===== src/rtl/sdc_pkg.sv =====
`timescale 1ns/1ps
package sdc_pkg;

  localparam logic [1:0] CODE_ZERO = 2'b00;
  localparam logic [1:0] CODE_POS  = 2'b01;
  localparam logic [1:0] CODE_BAD  = 2'b10;
  localparam logic [1:0] CODE_NEG  = 2'b11;

  // signed digit value, wide enough for a position sum in -2..+2
  typedef logic signed [2:0] dval_t;

  typedef struct packed {
    logic pos;
    logic neg;
  } dsign_t;

  function automatic dval_t code_value(input logic [1:0] code);
    dval_t v;
    case (code)
      CODE_POS: v = 3'sd1;
      CODE_NEG: v = -3'sd1;
      default:  v = 3'sd0;
    endcase
    return v;
  endfunction

  function automatic logic code_ok(input logic [1:0] code);
    return code != CODE_BAD;
  endfunction

endpackage


===== src/rtl/sdc_pos_cell.sv =====
`timescale 1ns/1ps
// One position of the carry-free difference A - B.
// Splits the position sum into a transfer to the next position up and an
// interim digit, chosen by the sign class of the position below so that
// interim + incoming transfer stays inside {-1,0,+1}.
module sdc_pos_cell
  import sdc_pkg::*;
(
  input  logic [1:0] a_code,
  input  logic [1:0] b_code,
  input  logic       lower_nonneg,
  output dval_t      xfer,
  output dval_t      interim,
  output logic       nonneg
);

  dval_t psum;

  always_comb begin
    psum = code_value(a_code) - code_value(b_code);
    case (psum)
      3'sd2: begin
        xfer    = 3'sd1;
        interim = 3'sd0;
      end
      3'sd1: begin
        if (lower_nonneg) begin
          xfer    = 3'sd1;
          interim = -3'sd1;
        end else begin
          xfer    = 3'sd0;
          interim = 3'sd1;
        end
      end
      3'sd0: begin
        xfer    = 3'sd0;
        interim = 3'sd0;
      end
      -3'sd1: begin
        if (lower_nonneg) begin
          xfer    = 3'sd0;
          interim = -3'sd1;
        end else begin
          xfer    = -3'sd1;
          interim = 3'sd1;
        end
      end
      default: begin
        xfer    = -3'sd1;
        interim = 3'sd0;
      end
    endcase
  end

  // both addends (a and negated b) non-negative
  assign nonneg = (a_code != CODE_NEG) && (b_code != CODE_POS);

endmodule


===== src/rtl/sdc_digit_class.sv =====
`timescale 1ns/1ps
// Sign flags of one final difference digit.
module sdc_digit_class
  import sdc_pkg::*;
(
  input  dval_t  dig,
  output dsign_t sgn
);

  always_comb begin
    sgn.neg = dig[2];
    sgn.pos = !dig[2] && (dig != 3'sd0);
  end

endmodule


===== src/rtl/sdc_merge.sv =====
`timescale 1ns/1ps
// Combining stage: the highest nonzero position decides the relation.
module sdc_merge
  import sdc_pkg::*;
#(
  parameter int W = 5
) (
  input  dsign_t [W-1:0] sgn,
  output logic           pos_o,
  output logic           neg_o
);

  dsign_t [W-1:0] acc;

  assign acc[0] = sgn[0];

  for (genvar i = 1; i < W; i++) begin : g_chain
    assign acc[i] = (sgn[i].pos || sgn[i].neg) ? sgn[i] : acc[i-1];
  end

  assign pos_o = acc[W-1].pos;
  assign neg_o = acc[W-1].neg;

endmodule


===== src/rtl/sd_compare.sv =====
`timescale 1ns/1ps
module sd_compare
  import sdc_pkg::*;
#(
  parameter int N = 4
) (
  input  logic [2*N-1:0] a_digits,
  input  logic [2*N-1:0] b_digits,
  output logic           eq_o,
  output logic           gt_o,
  output logic           lt_o,
  output logic           err_o
);

  localparam int DW = N + 1;  // difference digits incl. top transfer

  dval_t          xfer    [N];
  dval_t          interim [N];
  dval_t          dig     [DW];
  logic [N-1:0]   nn;
  logic [N-1:0]   code_good;
  dsign_t [DW-1:0] sgn;
  logic           rel_pos;
  logic           rel_neg;

  for (genvar i = 0; i < N; i++) begin : g_pos
    logic lower_nn;
    if (i == 0) begin : g_lsb
      assign lower_nn = 1'b1;
      assign dig[i]   = interim[i];
    end else begin : g_upper
      assign lower_nn = nn[i-1];
      assign dig[i]   = interim[i] + xfer[i-1];
    end

    sdc_pos_cell u_cell (
      .a_code       (a_digits[2*i+1:2*i]),
      .b_code       (b_digits[2*i+1:2*i]),
      .lower_nonneg (lower_nn),
      .xfer         (xfer[i]),
      .interim      (interim[i]),
      .nonneg       (nn[i])
    );

    assign code_good[i] = code_ok(a_digits[2*i+1:2*i]) &&
                          code_ok(b_digits[2*i+1:2*i]);
  end

  assign dig[N] = xfer[N-1];

  for (genvar j = 0; j < DW; j++) begin : g_cls
    sdc_digit_class u_cls (
      .dig (dig[j]),
      .sgn (sgn[j])
    );
  end

  sdc_merge #(.W(DW)) u_merge (
    .sgn   (sgn),
    .pos_o (rel_pos),
    .neg_o (rel_neg)
  );

  assign err_o = !(&code_good);
  assign gt_o  = !err_o && rel_pos;
  assign lt_o  = !err_o && rel_neg;
  assign eq_o  = !err_o && !rel_pos && !rel_neg;

endmodule


===== config.mk =====
export PLATFORM = sky130hd
export DESIGN_NAME = sd_compare
export DESIGN_NICKNAME = d
export VERILOG_FILES = /design/src/rtl/sdc_pkg.sv /design/src/rtl/sdc_pos_cell.sv /design/src/rtl/sdc_digit_class.sv /design/src/rtl/sdc_merge.sv /design/src/rtl/sd_compare.sv
export SDC_FILE = /design/constraint.sdc
export NUM_CORES = 1
export LEC_CHECK = 0
export BUFFER_PORTS_ARGS = -buffer_cell sky130_fd_sc_hd__buf_2
export CORE_MARGIN = 5
export CORE_UTILIZATION = 57
export DETAILED_ROUTE_END_ITERATION = 6
export PLACE_DENSITY = 0.93
export SYNTH_ARGS = -nofsm -noshare
export SYNTH_HDL_FRONTEND = slang
export SYNTH_SLANG_ARGS = --single-unit

===== constraint.sdc =====
create_clock -name vclk -period 4.91
set_input_delay 0.7365 -clock vclk [all_inputs]
set_output_delay 0.7365 -clock vclk [all_outputs]
set_load 0.05 [all_outputs]

Word level (Yosys, flattened, before mapping)
Cells that the tools add are included.
{"block": "op_classes", "mux": 29, "add_sub_neg": 7, "n_eq_ne": 42, "n_reduce_logical": 44}
{"op": "case mux 3 bit (2 select lines)", "n": 9}
{"op": "case mux 3 bit (4 select lines)", "n": 3}
{"op": "two-way mux 3 bit", "n": 10}
{"op": "inequality test 2 bit (second input constant)", "n": 11}
{"op": "equality test 2 x 1 -> 1 bit (second input constant)", "n": 8}
{"op": "equality test 2 bit (second input constant)", "n": 8}
{"op": "logical AND 1 bit", "n": 16}
{"op": "nonzero test 3 bit", "n": 5}
{"op": "equality test 3 x 1 -> 1 bit (second input constant)", "n": 4}
{"op": "equality test 3 x 2 -> 1 bit (second input constant)", "n": 4}
{"op": "equality test 3 bit (second input constant)", "n": 4}
{"op": "zero test 3 bit", "n": 4}
{"op": "OR reduction 2 bit", "n": 6}
{"op": "subtractor 3 bit", "n": 4}
{"op": "adder 3 bit", "n": 3}
{"op": "zero test 1 bit", "n": 8}
{"op": "two-way mux 2 bit", "n": 4}
{"op": "inequality test 2 x 1 -> 1 bit (second input constant)", "n": 3}
{"op": "logical OR 1 bit", "n": 4}
{"op": "AND reduction 4 bit", "n": 1}
{"op": "two-way mux 1 bit", "n": 3}
{"block": "totals", "in_bits": 16, "elab_cells": 122, "reg_bits": 0}

Logic depth before layout (Yosys ltp)
{"block": "logic_depth", "word_depth": 17, "ltp_mapped": 14, "depth_no_buf": 14}

Hierarchy
From an unflattened synthesis, not the netlist that was laid out.
{"block": "hier_totals", "cells_unflattened": 130, "area_unflattened_um2": 1001.0}
{"module": "sdc_pos_cell (g_pos[0].u_cell ...)", "seq_area_each_um2": 0.0, "area_per_inst_um2": 141.4, "cells_each": 20, "n_inst": 3}
{"module": "sd_compare", "seq_area_each_um2": 0.0, "area_per_inst_um2": 286.5, "cells_each": 29, "n_inst": 1}
{"module": "sdc_pos_cell (g_pos[1].u_cell)", "seq_area_each_um2": 0.0, "area_per_inst_um2": 138.9, "cells_each": 20, "n_inst": 1}
{"module": "sdc_digit_class", "seq_area_each_um2": 0.0, "area_per_inst_um2": 17.5, "cells_each": 2, "n_inst": 5}
{"module": "sdc_merge", "seq_area_each_um2": 0.0, "area_per_inst_um2": 63.8, "cells_each": 11, "n_inst": 1}

Least setup slack after synthesis
Ideal clock, no wire load.
{"block": "synth_path", "path_type": "input to output", "from": "in b_digits[4]", "to": "out eq_o", "t_arrival_ns": 3.968, "slack_ns": 0.205, "path_buffers": 1, "path_stages": 13, "required_time_ns": 4.174, "cell_sequence": "clkbuf_1 -> ha_1 -> inv_1 -> fa_1 -> nand2b_1 -> a2bb2oi_1 -> ha_1 -> inv_1 -> fa_1 -> or3b_1 -> a31oi_1 -> o22ai_1 -> nor4b_2"}
{"block": "synth_via", "elab_chain_cells": 16}
{"item": "start, declared", "line_no": "sd_compare.sv:8", "text": "input logic [2*N-1:0] b_digits,"}
{"item": "equality test 2 bit or equality test 2 x 1 -> 1 bit (tied branches)", "line_no": "sdc_pkg.sv:19", "text": "case (code)"}
{"item": "case mux 3 bit (2 select lines)", "line_no": "sdc_pkg.sv:19"}
{"item": "subtractor 3 bit", "line_no": "sdc_pos_cell.sv:20", "text": "psum = code_value(a_code) - code_value(b_code);"}
{"item": "equality test 3 x 1 -> 1 bit or equality test 3 bit (tied branches)", "line_no": "sdc_pos_cell.sv:21", "text": "case (psum)"}
{"item": "OR reduction 2 bit (no source line)"}
{"item": "two-way mux 3 bit"}
{"item": "adder 3 bit", "line_no": "sd_compare.sv:33", "text": "assign dig[i] = interim[i] + xfer[i-1];"}
{"item": "nonzero test 3 bit or zero test 1 bit (tied branches)", "line_no": "sdc_digit_class.sv:12", "text": "sgn.pos = !dig[2] && (dig != 3'sd0);"}
{"item": "logical AND 1 bit", "line_no": "sdc_digit_class.sv:12"}
{"item": "logical OR 1 bit", "line_no": "sdc_merge.sv:18", "text": "assign acc[i] = (sgn[i].pos || sgn[i].neg) ? sgn[i] : acc[i-1];"}
{"item": "two-way mux 2 bit (3 in a row)", "line_no": "sdc_merge.sv:18"}
{"item": "zero test 1 bit", "line_no": "sd_compare.sv:67", "text": "assign eq_o = !err_o && !rel_pos && !rel_neg;"}
{"item": "logical AND 1 bit", "line_no": "sd_compare.sv:67"}
{"item": "logical AND 1 bit *", "line_no": "sd_compare.sv:67"}
{"item": "end, declared", "line_no": "sd_compare.sv:9", "text": "output logic eq_o,"}
Mark *: on every way between the ends. The rest lies on a longest branch, timed or not.

Worst setup path after layout
{"block": "layout_path", "from": "in a_digits[4]", "to": "out gt_o"}
{"block": "layout_via", "elab_chain_cells": 14}
{"item": "start, declared", "line_no": "sd_compare.sv:7", "text": "input logic [2*N-1:0] a_digits,"}
{"item": "equality test 2 bit or equality test 2 x 1 -> 1 bit (tied branches)", "line_no": "sdc_pkg.sv:19"}
{"item": "case mux 3 bit (2 select lines)", "line_no": "sdc_pkg.sv:19"}
{"item": "subtractor 3 bit", "line_no": "sdc_pos_cell.sv:20"}
{"item": "equality test 3 x 1 -> 1 bit or equality test 3 bit (tied branches)", "line_no": "sdc_pos_cell.sv:21"}
{"item": "OR reduction 2 bit (no source line)"}
{"item": "two-way mux 3 bit"}
{"item": "adder 3 bit", "line_no": "sd_compare.sv:33"}
{"item": "nonzero test 3 bit or zero test 1 bit (tied branches)", "line_no": "sdc_digit_class.sv:12"}
{"item": "logical AND 1 bit", "line_no": "sdc_digit_class.sv:12"}
{"item": "logical OR 1 bit", "line_no": "sdc_merge.sv:18"}
{"item": "two-way mux 2 bit (3 in a row)", "line_no": "sdc_merge.sv:18"}
{"item": "logical AND 1 bit *", "line_no": "sd_compare.sv:65", "text": "assign gt_o = !err_o && rel_pos;"}
{"item": "end, declared", "line_no": "sd_compare.sv:10", "text": "output logic gt_o,"}
Marked as above.

==> metrics.yaml <==
antenna_found_initial: 0
seq_cells: 0
path_class: "primary input to output port"
final_cell_mix: "buf_2 (20), inv_1 (16), fa_1 (10), nand2b_1 (8), ha_1 (7)"
final-max-slew-violation-count: 0
p_per_area_mw_per_mm2: 148
nNetsFinal: 150
dp.final_hpwl_um: 1360
finalSetupTns_ns: 0
critPathMaxStageDelay_ns: 0.51
net-switching-power_mw: 0.0713
synth_area_um2: 752
hold_path_depth: 5
cp-end-kind: "output port"
layout-area-overhead-vs-synth_pct: 13.8
status: "complete, no violations"
synthesis.nets: 132
via_count: 716
clkbuf_count: 0
yosys_warnings: 0
grt_usage_pct: 15.1
intPower_mw: 0.0552
min_to: "gt_o"
grt_pass1_wl_um: 2500
drt_iter0_drc: 12
post_drt_via_cell_ratio: 5.51
drive_gt1_share_pct: 20.0
die_w_um: 46.3
seq_area_frac_synth_pct: 0
maxSlewHeadroom_pct: 75.2
critical_path_buf_inv_count: 5
period_share_pct: 93.8
die_h_um: 46.3
final_util_pct: 67.5
cp-start-kind: "primary input"
hold_viol_final: 0
dpl_cell_area_um2: 856
io_buffer_count: 20
finalWirelength_um: 1500
seqPwrFrac_pct: 0
clkPwrFrac_pct: 0
grt_pass1_vias: 688
syn_area_per_cell_um2: 7.60
power.leakage_nw: 0.422
period_minus_slack_ns: 4.61
maxCapViolCount: 0
fill_cells: 111
synth_largest_area_cell: "fa_1"
slowest_stage: "fa_1"
finalSetupViolCount: 0
synthDistinctLibCells: 29
fp.dieArea_mm2: 0.00215
syn_inst: 99
synth_top_area_share_pct: 26.6
crit_family: "adder cells"
gp_congestion: 0.773
multi_input_area_um2: 677
firstDrtPassIters: 4
final_common_cell: "buf_2"
max_freq_mhz: 217
fin_area_um2: 856
hp-class: "primary input to output port"
start_util_pct: 59.3
postCtsSetupBuffers: 0
seqCellArea_um2: 0
hold_buffers: 0
rsz0062_at_grt: "false"
grt_overflow: 0
p_comb_share_pct: 100.0
worst_pin_slew_ns: 0.368
ant_nets: 0
drc: 0
ir_drop_mv: 0.0844
path_cells: "buf_2 -> inv_1 -> ha_1 -> inv_1 -> fa_1 -> nand2b_1 -> a21oi_1 -> ha_1 -> inv_1 -> fa_1 -> or2_2 -> o221ai_1 -> o21ai_0 -> a21oi_1 -> buf_2"
grt_max_degree: 6
core_mm2: 0.00127
cpMostUsedCell: "inv_1"
diodes: 0
min_from: "a_digits[7]"
swShare_pct: 56.4
cp_max_fo: 5
wl_per_cell_um: 11.6
netlist_top_cells_area: "fa_1 (27%), ha_1 (12%), inv_1 (8.0%), nand2b_1 (6.7%), a22oi_1 (5.0%)"
p_total_mw: 0.127
ctsResizeCount: 0
cp.arrival_ns: 3.87
required_ns: 4.17
rows: 13
top_level_ports: 20
Yosys cell counts (all sizes together):
cell,n
and3b,1
nor2b,3
nor3,3
o21ai,4
a31oi,1
and2,4
a21o,1
inv,16
and3,1
o21ba,1
a2bb2oi,2
o221ai,1
clkbuf,4
fa,10
or3b,1
a22oi,5
o22ai,1
xor2,1
nand4,2
nor3b,1
and4,1
ha,7
nor2,6
xnor2,2
nand2b,8
nor4b,1
or2,1
a21oi,5
nand2,5
metrics by stage:
step	hold WS [ns]	setup slack, ns	cells
CTS	2.05	0.300	130
global route	2.10	0.0863	130
detailed placement	2.05	0.325	130
global placement	2.02	0.413	130
floorplan	1.95	0.205	99
finish	2.05	0.305	130
power by group through the flow:
stage | logic (mW) | clock network (mW) | registers (mW)
finish | 0.127 | 0 | 0
global route | 0.144 | 0 | 0
CTS | 0.127 | 0 | 0
detailed placement | 0.125 | 0 | 0
global placement | 0.120 | 0 | 0
floorplan | 0.0984 | 0 | 0
worst max path at each step:
stage,startpoint,to,slack (ns),depth (start not counted)
after floorplan,b_digits[4],eq_o,0.21,13
after global placement,a_digits[4],eq_o,0.41,15
after detailed placement,a_digits[4],eq_o,0.32,15
after CTS,a_digits[4],eq_o,0.30,15
after global routing,a_digits[4],gt_o,0.09,15
final,a_digits[4],gt_o,0.30,15
kinds of logic (layout without fill, tap and decap cells):
logic type      after synthesis  in the layout  share of synthesized area (%)
simple gates                 38             38                           29.8
compound gates               21             21                           18.5
buf+inv                      20             36                           9.98
fa+ha+maj                    17             17                           38.3
xor+xnor                      3              3                           3.49
routing by layer:
layer / vias to the layer above / GRT usage, % / part of all wire [%]
met5: - / 0 / 0
li1: 361 / - / -
met4: 0 / 0 / 0
met1: 335 / 17.6 / 42
met2: 20 / 31.3 / 51
met3: 0 / 0.391 / 6.5
area by class of cell:
cell class | instances | share of cell area (%)
inverter | 16 | 7.02
timing repair buffer | 20 | 11.7
tap | 15 | 2.19
multi-input combinational | 79 | 79.1
No activity file was read; power rests on OpenSTA's default activity.
